--- src/rtl/dxc_pkg.sv ---
package dxc_pkg;

  typedef enum logic [1:0] {
    K_MOVE  = 2'd0,
    K_SET   = 2'd1,
    K_SHIFT = 2'd2,
    K_PLAIN = 2'd3
  } kind_e;

  typedef enum logic [2:0] {
    S_OLC_IMM = 3'd0,
    S_OLC_DL  = 3'd1,
    S_OLC_DEC = 3'd2,
    S_ILC_IMM = 3'd3,
    S_ILC_DL  = 3'd4,
    S_ILC_INF = 3'd5,
    S_FLAGS   = 3'd6,
    S_NONE    = 3'd7
  } setop_e;

  localparam int SEL_W = 6;

  // Predicate evaluation: flag tests are qualified by a nonzero outer count.
  function automatic logic pred_ok(input logic [2:0] code, input logic olc_nz,
                                   input logic a, input logic b);
    logic r;
    case (code)
      3'b000:  r = olc_nz & ~a;
      3'b001:  r = olc_nz &  a;
      3'b010:  r = olc_nz & ~b;
      3'b011:  r = olc_nz &  b;
      3'b101:  r = ~olc_nz;
      3'b110:  r = olc_nz;
      3'b111:  r = 1'b1;
      default: r = 1'b0;
    endcase
    return r;
  endfunction

  // OR of the selected true/complemented old flag terms.
  function automatic logic flag_mix(input logic [SEL_W-1:0] sel,
                                    input logic a, input logic b, input logic c);
    return |(sel & {~c, c, ~b, b, ~a, a});
  endfunction

endpackage

--- src/rtl/dxc_pred.sv ---
module dxc_pred (
  input  logic [2:0] code,
  input  logic       olc_nz,
  input  logic       a,
  input  logic       b,
  output logic       pass
);
  import dxc_pkg::*;

  always_comb pass = pred_ok(code, olc_nz, a, b);
endmodule

--- src/rtl/dxc_counters.sv ---
module dxc_counters #(
  parameter int OLC_W = 6,
  parameter int ILC_W = 6,
  parameter int IMM_W = 6,
  parameter int DL_W  = 6
) (
  input  logic             clk,
  input  logic             rst_n,
  input  logic             set_go,
  input  logic [2:0]       set_op,
  input  logic [IMM_W-1:0] set_imm,
  input  logic [DL_W-1:0]  dl_low,
  input  logic             torp_hit,
  input  logic             ilc_step,
  input  logic             ilc_rearm,
  output logic [OLC_W-1:0] olc_q,
  output logic [ILC_W-1:0] ilc_q,
  output logic             ilc_inf_q,
  output logic             olc_hit_zero
);
  import dxc_pkg::*;

  logic [OLC_W-1:0] olc_d;
  logic [ILC_W-1:0] ilc_d;
  logic             inf_d;

  function automatic logic [OLC_W-1:0] dec_sat(input logic [OLC_W-1:0] v);
    return (v == '0) ? v : v - OLC_W'(1);
  endfunction

  always_comb begin
    olc_d = olc_q;
    if (torp_hit) begin
      olc_d = '0;
    end else if (set_go) begin
      case (setop_e'(set_op))
        S_OLC_IMM: olc_d = OLC_W'(set_imm);
        S_OLC_DL:  olc_d = OLC_W'(dl_low);
        S_OLC_DEC: olc_d = dec_sat(olc_q);
        default:   ;
      endcase
    end
  end

  always_comb begin
    ilc_d = ilc_q;
    inf_d = ilc_inf_q;
    if (ilc_rearm) begin
      ilc_d = ILC_W'(1);
      inf_d = 1'b0;
    end else if (ilc_step) begin
      ilc_d = ilc_q - ILC_W'(1);
    end else if (set_go) begin
      case (setop_e'(set_op))
        S_ILC_IMM: begin ilc_d = ILC_W'(set_imm); inf_d = 1'b0; end
        S_ILC_DL:  begin ilc_d = ILC_W'(dl_low);  inf_d = 1'b0; end
        S_ILC_INF: inf_d = 1'b1;
        default:   ;
      endcase
    end
  end

  assign olc_hit_zero = (olc_q != '0) && (olc_d == '0);

  always_ff @(posedge clk) begin
    if (!rst_n) begin
      olc_q     <= '0;
      ilc_q     <= ILC_W'(1);
      ilc_inf_q <= 1'b0;
    end else begin
      olc_q     <= olc_d;
      ilc_q     <= ilc_d;
      ilc_inf_q <= inf_d;
    end
  end
endmodule

--- src/rtl/dxc_flags.sv ---
module dxc_flags (
  input  logic       clk,
  input  logic       rst_n,
  input  logic       ab_upd,
  input  logic [5:0] sel_a,
  input  logic [5:0] sel_b,
  input  logic       c_upd,
  input  logic       c_src,
  output logic       a_q,
  output logic       b_q,
  output logic       c_q
);
  import dxc_pkg::*;

  logic a_d, b_d, c_d;

  always_comb begin
    a_d = ab_upd ? flag_mix(sel_a, a_q, b_q, c_q) : a_q;
    b_d = ab_upd ? flag_mix(sel_b, a_q, b_q, c_q) : b_q;
    c_d = c_upd  ? c_src : c_q;
  end

  always_ff @(posedge clk) begin
    if (!rst_n) begin
      a_q <= 1'b0;
      b_q <= 1'b0;
      c_q <= 1'b0;
    end else begin
      a_q <= a_d;
      b_q <= b_d;
      c_q <= c_d;
    end
  end
endmodule

--- src/rtl/dock_exec_ctl.sv ---
module dock_exec_ctl #(
  parameter int OLC_W     = 6,
  parameter int ILC_W     = 6,
  parameter int IMM_W     = 6,
  parameter int DL_W      = 6,
  parameter bit IS_OUTPUT = 1'b0
) (
  input  logic             clk,
  input  logic             rst_n,
  input  logic             od_valid,
  input  logic [1:0]       od_kind,
  input  logic [2:0]       od_pred,
  input  logic             od_intr,
  input  logic             mv_ti,
  input  logic             mv_di,
  input  logic             mv_dc,
  input  logic             mv_do,
  input  logic             mv_to,
  input  logic [2:0]       set_op,
  input  logic [IMM_W-1:0] set_imm,
  input  logic [DL_W-1:0]  dl_low,
  input  logic [5:0]       next_a,
  input  logic [5:0]       next_b,
  input  logic             torp_waiting,
  input  logic             tok_pred_full,
  input  logic             dat_pred_full,
  input  logic             dat_succ_empty,
  input  logic             tok_succ_empty,
  input  logic             sig_bit,
  input  logic             ship_c,
  output logic             done,
  output logic             nm_exec,
  output logic             fire,
  output logic             fire_ti,
  output logic             fire_di,
  output logic             fire_dc,
  output logic             fire_do,
  output logic             fire_to,
  output logic             torp_take,
  output logic             olc_hit_zero,
  output logic [OLC_W-1:0] olc_val,
  output logic [ILC_W-1:0] ilc_val,
  output logic             ilc_inf,
  output logic             flag_a,
  output logic             flag_b,
  output logic             flag_c
);
  import dxc_pkg::*;

  // Named internal events, visible to the bound checker.
  logic pass_w;
  logic is_move;
  logic ev_torp;
  logic ev_mv_act;
  logic ev_mv_zero;
  logic mv_ready;
  logic ev_fire;
  logic ev_mv_last;
  logic ev_set;
  logic ev_plain;
  logic ev_ilc_step;
  logic ev_ilc_rearm;
  logic ev_flags;
  logic c_upd;
  logic c_src;

  dxc_pred u_pred (
    .code   (od_pred),
    .olc_nz (olc_val != '0),
    .a      (flag_a),
    .b      (flag_b),
    .pass   (pass_w)
  );

  always_comb begin
    is_move      = (od_kind == K_MOVE);
    ev_torp      = od_valid && pass_w && is_move && od_intr && torp_waiting;
    ev_mv_act    = od_valid && pass_w && is_move && !ev_torp;
    ev_mv_zero   = ev_mv_act && !ilc_inf && (ilc_val == '0);
    mv_ready     = dat_succ_empty && tok_succ_empty &&
                   (!mv_ti || tok_pred_full) && (!mv_di || dat_pred_full);
    ev_fire      = ev_mv_act && !ev_mv_zero && mv_ready;
    ev_mv_last   = ev_fire && !ilc_inf && (ilc_val == ILC_W'(1));
    ev_set       = od_valid && pass_w && (od_kind == K_SET);
    ev_plain     = od_valid && pass_w && !is_move && (od_kind != K_SET);
    ev_ilc_step  = ev_fire && !ilc_inf && (ilc_val > ILC_W'(1));
    ev_ilc_rearm = ev_torp || ev_mv_zero || ev_mv_last;
    ev_flags     = ev_set && (set_op == S_FLAGS);
  end

  assign done      = od_valid && (!pass_w || ev_torp || ev_mv_zero || ev_mv_last ||
                                  ev_set || ev_plain);
  assign nm_exec   = ev_set || ev_plain;
  assign fire      = ev_fire;
  assign fire_ti   = ev_fire && mv_ti;
  assign fire_di   = ev_fire && mv_di;
  assign fire_dc   = ev_fire && mv_dc;
  assign fire_do   = ev_fire && mv_do;
  assign fire_to   = ev_fire && mv_to;
  assign torp_take = ev_torp;

  // Source of the control flag depends on the dock side.
  generate
    if (IS_OUTPUT) begin : g_out_side
      assign c_upd = ev_fire && (mv_di || mv_ti);
      assign c_src = mv_di ? ship_c : sig_bit;
    end else begin : g_in_side
      logic unused_ship;
      assign unused_ship = ship_c;
      assign c_upd = ev_fire && (mv_di || mv_ti);
      assign c_src = sig_bit;
    end
  endgenerate

  dxc_counters #(
    .OLC_W (OLC_W),
    .ILC_W (ILC_W),
    .IMM_W (IMM_W),
    .DL_W  (DL_W)
  ) u_cnt (
    .clk          (clk),
    .rst_n        (rst_n),
    .set_go       (ev_set),
    .set_op       (set_op),
    .set_imm      (set_imm),
    .dl_low       (dl_low),
    .torp_hit     (ev_torp),
    .ilc_step     (ev_ilc_step),
    .ilc_rearm    (ev_ilc_rearm),
    .olc_q        (olc_val),
    .ilc_q        (ilc_val),
    .ilc_inf_q    (ilc_inf),
    .olc_hit_zero (olc_hit_zero)
  );

  dxc_flags u_flags (
    .clk    (clk),
    .rst_n  (rst_n),
    .ab_upd (ev_flags),
    .sel_a  (next_a),
    .sel_b  (next_b),
    .c_upd  (c_upd),
    .c_src  (c_src),
    .a_q    (flag_a),
    .b_q    (flag_b),
    .c_q    (flag_c)
  );
endmodule

--- config.mk ---
export PLATFORM = sky130hd
export DESIGN_NAME = dock_exec_ctl
export DESIGN_NICKNAME = d
export VERILOG_FILES = /design/src/rtl/dxc_pkg.sv /design/src/rtl/dxc_pred.sv /design/src/rtl/dxc_counters.sv /design/src/rtl/dxc_flags.sv /design/src/rtl/dock_exec_ctl.sv
export SDC_FILE = /design/constraint.sdc
export NUM_CORES = 1
export LEC_CHECK = 0
export ABC_AREA = 1
export BUFFER_PORTS_ARGS = -buffer_cell sky130_fd_sc_hd__buf_4
export CORE_MARGIN = 2
export CORE_UTILIZATION = 30
export DETAILED_ROUTE_END_ITERATION = 6
export GPL_ROUTABILITY_DRIVEN = 0
export PLACE_DENSITY = 0.65
export SYNTH_ARGS = -nofsm -noshare
export SYNTH_HDL_FRONTEND = slang
export SYNTH_HIERARCHICAL = 1
export SYNTH_SLANG_ARGS = --single-unit
--- constraint.sdc ---
create_clock -name clk -period 7.7 [get_ports clk]
set_input_delay 0.385 -clock clk [delete_from_list [all_inputs] [get_ports clk]]
set_output_delay 0.385 -clock clk [all_outputs]
set_load 0.02 [all_outputs]
======== Word level (Yosys, flattened, before mapping) ========
Index checks and enable logic that the tools add are counted.
operators by class
  $add $sub $neg .......................... 2
  order comparisons ....................... 1
  equality and inequality tests ........... 15
  muxes and demuxes ....................... 9
  bitwise gates (word level) .............. 12
  reduce and logical (&&, ||, !) cells .... 61
operators with widths
  cell                                                                             count
  6-bit two-way mux                                                                5
  1-bit logical AND                                                                27
  3-bit == test, second input constant                                             6
  6-bit logical NOT                                                                3
  6-bit case mux with 3 select lines                                               1
  6-bit AND                                                                        2
  3-bit by 2-bit == test with 1-bit output, second input constant                  4
  6-bit case mux with 2 select lines                                               1
  6-bit OR reduction                                                               2
  6-bit by 1-bit subtractor with 6-bit output, second input constant               2
  1-bit logical OR                                                                 11
  1-bit logical NOT                                                                7
  1-bit case mux with 7 select lines                                               1
  3-bit by 1-bit == test with 1-bit output, second input constant                  2
  6-bit by 1-bit == test with 1-bit output, second input constant                  1
  6-bit by 1-bit greater-than comparator with 1-bit output, second input constant  1
  3-bit logical NOT                                                                2
  1-bit NOT                                                                        6
  6-bit nonzero test                                                               1
  1-bit AND                                                                        4
  2-bit nonzero test                                                               2
  2-bit OR reduction                                                               2
  3-bit AND reduction                                                              1
  3-bit nonzero test                                                               1
  5 further kinds                                                                  5
word-level totals
  register bits ........................... 16
  bits of input ports ..................... 48

======== Logic depth before layout (Yosys ltp) ========
  depth after elaboration ................. 20
  mapped depth ............................ 21
  mapped depth without buffers ............ 21

======== Cells and area by module ========
The synthesis kept the hierarchy.
by module, submodules not included
  module         instances  cells an instance  area each (um^2)  seq. area each (um^2)
  dxc_counters   1          182                1097.3            260.2
  dock_exec_ctl  1          59                 270.3             0.0
  dxc_flags      1          36                 206.4             60.1
  dxc_pred       1          18                 80.1              0.0

======== Worst setup path after synthesis ========
OpenSTA, ideal clock, no wires.
  kind .................................... flip-flop to output port
  start ................................... reg u_cnt.olc_q[4]
  end ..................................... out olc_hit_zero
  arrival time ............................ 2.544 ns
  setup slack ............................. 4.771 ns
  cell stages (with the launch flop) ...... 18
  path buffers ............................ 0
  cells stage by stage .................... dfxtp_1 > nor4_1 > nand2_1 > nand2_1 > nand2_2 > o21bai_2 > nand2_1 > inv_1 > nand2_1 > nor3_1 > nand2_4 > nor2_8 > o21ai_1 > a21oi_1 > nand2_1 > nand2_1 > nand3_2 > nor2_2
on the way
  elaborated cells on any way between the ends .. 20
  classes of those cells .................. 1 x add/sub; 5 x mux; 5 x bitwise; 9 x reduce/logical
RTL lines
  what                                     RTL line             text
  start, declared                          dxc_counters.sv:16   output logic [OLC_W-1:0] olc_q,
  start signal, assigned                   dxc_counters.sv:71   olc_q <= olc_d;
  6-bit nonzero test (*)                   dock_exec_ctl.sv:69  .olc_nz (olc_val != '0),
  1-bit AND, or another cell as far along  dxc_pkg.sv:31        3'b011: r = olc_nz & b;
  1-bit case mux with 7 select lines (*)   dxc_pkg.sv:27        case (code)
  via pass_w                               dock_exec_ctl.sv:51  logic pass_w;
  1-bit logical AND (*) (2 in series)      dock_exec_ctl.sv:84  ev_set = od_valid && pass_w && (od_kind == K_SET);
  via ev_set                               dock_exec_ctl.sv:59  logic ev_set;
  6-bit two-way mux (*)                    dxc_counters.sv:35   end else if (set_go) begin
  6-bit two-way mux (*)                    dxc_counters.sv:33   if (torp_hit) begin
  6-bit logical NOT (*)                    dxc_counters.sv:63   assign olc_hit_zero = (olc_q != '0) && (olc_d == '0);
  1-bit logical AND (*)                    dxc_counters.sv:63
  end, declared                            dock_exec_ctl.sv:40  output logic olc_hit_zero,
The timed path passes the listed nets; every way through them passes the cells marked *.

======== Final worst setup path ========
Same ends and word-level chain as after synthesis.

==> flow_results.org <==
** Power
- Of the total power, the clock network draws 0.310.
- The share of total power dissipated in combinational logic is 0.273.
- Static Leak :: 1.21 nW
- Sequential cell fraction of total power :: 0.417
- Of the total power, the share spent switching nets is 0.281.
- Summed over all nets, the switching power comes to 0.0000568 W.
- Cell internal power was estimated by the tool at 0.000146 W.
- Power spread over the standard cell area amounts to 87.0 nW/um2.
- Across the VDD grid, the largest voltage drop is 0.0447 mV.

** Global routing
- The first global-routing pass estimated 8010 um of wire.
- All-layer global routing usage :: 0.156
- Initial antenna violation count :: 0
- Global route total overflow :: 0
- Entering global routing, the biggest net connects 11 pins.
- Met1 track demand over resource in global routing :: 0.213
- Global routing's busiest layer :: met2
- Met3 usage in global routing :: 0.0287
- In the global route stage, met2 resource usage came out at 0.255.
- The number of global-route vias before repair came to 1822.

** Critical path
- Kind of critical path :: reg2out
- End of the worst register-to-register path :: u_cnt/ilc_q[1]
- Worst Path Max Fanout :: 9
- Cell repeated most along the worst path :: sky130_fd_sc_hd__nand2_1
- The number of buffers and inverters on the critical path is 2.
- Among all stages on the critical path, the largest delay is contributed by sky130_fd_sc_hd__nor3_1.
- Largest delay contributor family on the critical path :: simple AND/OR/NAND/NOR gates
- Data on the critical path arrives at its endpoint at 3.24 ns.
- FF-to-FF setup slack :: 4.78 ns
- Measured in cells, the most critical reg-to-reg path has a length of 20.
- Max stage delay on crit path :: 0.59 ns
- STA classifies the critical path startpoint as a flop.
- Reg2reg start :: u_cnt/olc_q[4]
- Traced cell by cell, the critical path runs through nor4_1, nand2_1, nand2_1, nand2_2, o21bai_2, nand2_1, inv_1, nand2_1, nor3_1, nand2_4, nor2_8, nand2_1, a21oi_1, nand2_1, nand2_1, nand3_2, nor2_2, buf_4.
- Data required, critical path :: 7.32 ns
- STA classifies the critical path endpoint as a primary output.

** Floorplan
- From left edge to right edge, the die measures 78.3 um.
- Area of the core :: 5410 um2
- For this configuration, the core starts out at a cell density of 0.306.
- The initialized floorplan defines 27 standard-cell rows.
- Total Die Area :: 6120 um2
- I/O pin count :: 74
- The die is 78.3 um tall.

** Routing
- The final layout contains routed wiring with a total length of 4660 um.
- Via count normalized by instance count :: 4.55
- In the routed design, unresolved DRC markers number 0.
- Dividing the detail-routed wire length by the instance count gives 10.5 um.
- Vias after detailed routing :: 2011
- The first routing iteration left 88 violations.
- Post-route ant nets :: 0
- Number of detailed-routing iterations run before antenna repair :: 4

** Status
- The flow ran to the end, and the final reports show no timing, DRC or antenna violations.

** Yosys
- Yosys cell types :: 36
- Most used flip-flop cell after synthesis :: sky130_fd_sc_hd__dfxtp_1
- Total of flip-flops plus latches after synthesis :: 16
- Total nets after synthesis :: 346
- Sequential fraction of the synthesis area :: 0.194
- Biggest area contributors in the synthesized netlist :: sky130_fd_sc_hd__dfxtp_1 19%, sky130_fd_sc_hd__nand2_1 17%, sky130_fd_sc_hd__inv_1 10%
- Counting flops with a built-in enable in the synthesized netlist gives 0.
- The synthesized design spends more area on one cell type than any other, namely sky130_fd_sc_hd__dfxtp_1.
- After synthesis, the share of flip-flops with an asynchronous set or reset is 0.
- For this run, the number of Yosys warnings is 6.
- The share of synthesized area in the top cell type comes to 0.194.
- A synthesized cell averages 5.61 um2.
- The cell area that synthesis handed to floorplanning was 1650 um2.
- The cell count after synthesis came out at 295.

** STA
- Max_slew headroom :: 0.508
- Timing would allow up to 0.276 GHz.
- Summed over all failing endpoints, the final setup total negative slack is 0 ns.
- For the pin with the worst max-slew slack, the measured transition is 0.733 ns.
- Minimum period implied by the final worst setup slack :: 3.62 ns
- Final period util :: 0.471
- The final hold violation count is 0.
- Fin worst setup slack :: 4.08 ns
- RSZ-0062 raised after global routing :: false
- Post-Route Skew :: 0.00519 ns
- Setup violations remaining at the end of the flow were counted as 0.
- Slew Viols, Final :: 0

** Clocking
- Number of buffers created by CTS :: 3
- For this design, the CTS-stage hold fixing added 0 buffers.
- The tree is rooted in a sky130_fd_sc_hd__clkbuf_8.
- The clock passes through at most 2 buffers.
- For this design, the sink count on the clock tree is 16.
- The number of setup buffers added after CTS is 0.
- Number of instances resized during post-cts repair :: 0
- CTS built an H-tree with a depth of 1.
- Clock tree from TritonCTS :: yes
- Clock latency on the worst-skew pair, taken at its later pin, is 0.25 ns.
- Register clock-pin slew on the reported worst setup and hold paths :: 0.06 ns

** Min path
- The min-delay analysis places its worst path in the category in2reg.
- Hold_sp :: sig_bit
- Hold Path End :: u_flags/c_q
- The worst hold path passes through 3 cells.

** Flow run
- Max-cap violations in this run came to 0.

** Layout
- Once layout is complete, the utilization of the core stands at 0.430.
- Most common library cell in the layout ignoring fill and taps :: sky130_fd_sc_hd__nand2_1
- Relative area change from synthesis to final layout :: 40.6%
- Nets :: 423
- Fraction of final layout cells with drive strength greater than 1 :: 0.303
- Filler cells :: 619
- 0 antenna diodes ended up in the layout.
- Final instance area :: 2330 um2
- Top library cells by usage in the layout, fill and taps aside :: 74 x sky130_fd_sc_hd__nand2_1, 72 x sky130_fd_sc_hd__buf_4, 46 x sky130_fd_sc_hd__inv_1

** Placement
- Cell Area, Placed :: 2280 um2
- Detailed Place HPWL :: 3930 um
- OpenSTA, run right after detailed placement, puts the worst setup slack at 4.34 ns.
- Total of buffers placed on input and output ports :: 72
[cells in the mapped netlist (all sizes together) (2+ instances only)]
cell    count
nand2      83
inv        55
nor2       53
nand3      21
a21oi      19
o21ai      18
dfxtp      16
nand4       5
ha          3
nor3        3
a31oi       2
and2        2
clkinv      2
nor4        2
o211ai      2
[layer usage]
| metal | up-vias | routed length, um | part of all wire |
|---|---|---|---|
| li1 | 1084 | - | - |
| met1 | 861 | 2190 | 0.47 |
| met2 | 62 | 2160 | 0.46 |
| met3 | 4 | 284 | 0.061 |
| met4 | 0 | 30 | 0.0064 |
| met5 | - | 0 | 0 |
[through the flow]
step / power, W / instances / hold slack [ns]
after floorplan: 0.000113 / 295 / 0.513
after global placement: 0.000141 / 439 / 0.520
after detailed placement: 0.000142 / 439 / 0.527
after CTS: 0.000205 / 442 / 0.363
after global routing: 0.000214 / 442 / 0.386
final: 0.000202 / 442 / 0.371
[how the worst max path moves through the flow]
stage                         startpoint      endpoint  slack [ns]  cells past startpoint
after floorplan           u_cnt/olc_q[4]  olc_hit_zero        4.77                     17
after global placement    u_cnt/olc_q[4]  olc_hit_zero        4.35                     18
after detailed placement  u_cnt/olc_q[4]  olc_hit_zero        4.34                     18
after CTS                 u_cnt/olc_q[4]  olc_hit_zero        4.05                     18
after global routing      u_cnt/olc_q[4]  olc_hit_zero        3.71                     18
final                     u_cnt/olc_q[4]  olc_hit_zero        4.08                     18
[kinds of logic (layout without fill, tap and decap cells)]
family,after synthesis,count (layout),share of synthesized area
compound gates,44,44,0.150
xor+xnor,2,2,0.0106
fa+ha+maj,3,3,0.0227
buf+inv,57,132,0.129
flops,16,16,0.194
simple gates,173,173,0.494
[layout make-up]
type	instances	area (um2)	share of cell area
inverter	57	214	0.0920
sequential	16	320	0.138
clock buffer	3	41.3	0.0178
timing repair buffer	72	541	0.232
multi-input combinational	222	1120	0.481
tap	72	90.1	0.0387
[sequential cells by signal (all words and copies together), names as in the netlist]
register and flops:
u_flags/b_q 1, u_flags/c_q 1, u_cnt/ilc_inf_q 1, u_cnt/ilc_q 6
u_cnt/olc_q 6, u_flags/a_q 1
[worst register-to-register path, cell delays in order, from the launching register on]
cell and delay (ns):
sky130_fd_sc_hd__dfxtp_1 0.40, sky130_fd_sc_hd__nor4_1 0.32, sky130_fd_sc_hd__nand2_1 0.10, sky130_fd_sc_hd__nand2_1 0.10, sky130_fd_sc_hd__nand2_2 0.06, sky130_fd_sc_hd__o21bai_2 0.10
sky130_fd_sc_hd__nand2_1 0.07, sky130_fd_sc_hd__inv_1 0.06, sky130_fd_sc_hd__nand2_1 0.11, sky130_fd_sc_hd__inv_2 0.07, sky130_fd_sc_hd__nand3_2 0.07, sky130_fd_sc_hd__nor2_2 0.15
sky130_fd_sc_hd__nand2_2 0.12, sky130_fd_sc_hd__inv_2 0.07, sky130_fd_sc_hd__nand3_1 0.06, sky130_fd_sc_hd__inv_1 0.19, sky130_fd_sc_hd__clkinv_1 0.32, sky130_fd_sc_hd__nand2_4 0.23
sky130_fd_sc_hd__inv_2 0.05, sky130_fd_sc_hd__a21oi_1 0.11, sky130_fd_sc_hd__nor2_1 0.05
[power groups by stage]
| stage | registers, W | logic [W] | clock network [W] |
|---|---|---|---|
| finish | 0.0000844 | 0.0000552 | 0.0000628 |
| CTS | 0.0000844 | 0.0000557 | 0.0000652 |
| global placement | 0.0000863 | 0.0000550 | 0 |
| floorplan | 0.0000868 | 0.0000261 | 0 |
| global route | 0.0000845 | 0.0000619 | 0.0000681 |
| detailed placement | 0.0000863 | 0.0000555 | 0 |
(Power assumes the default switching activity.)
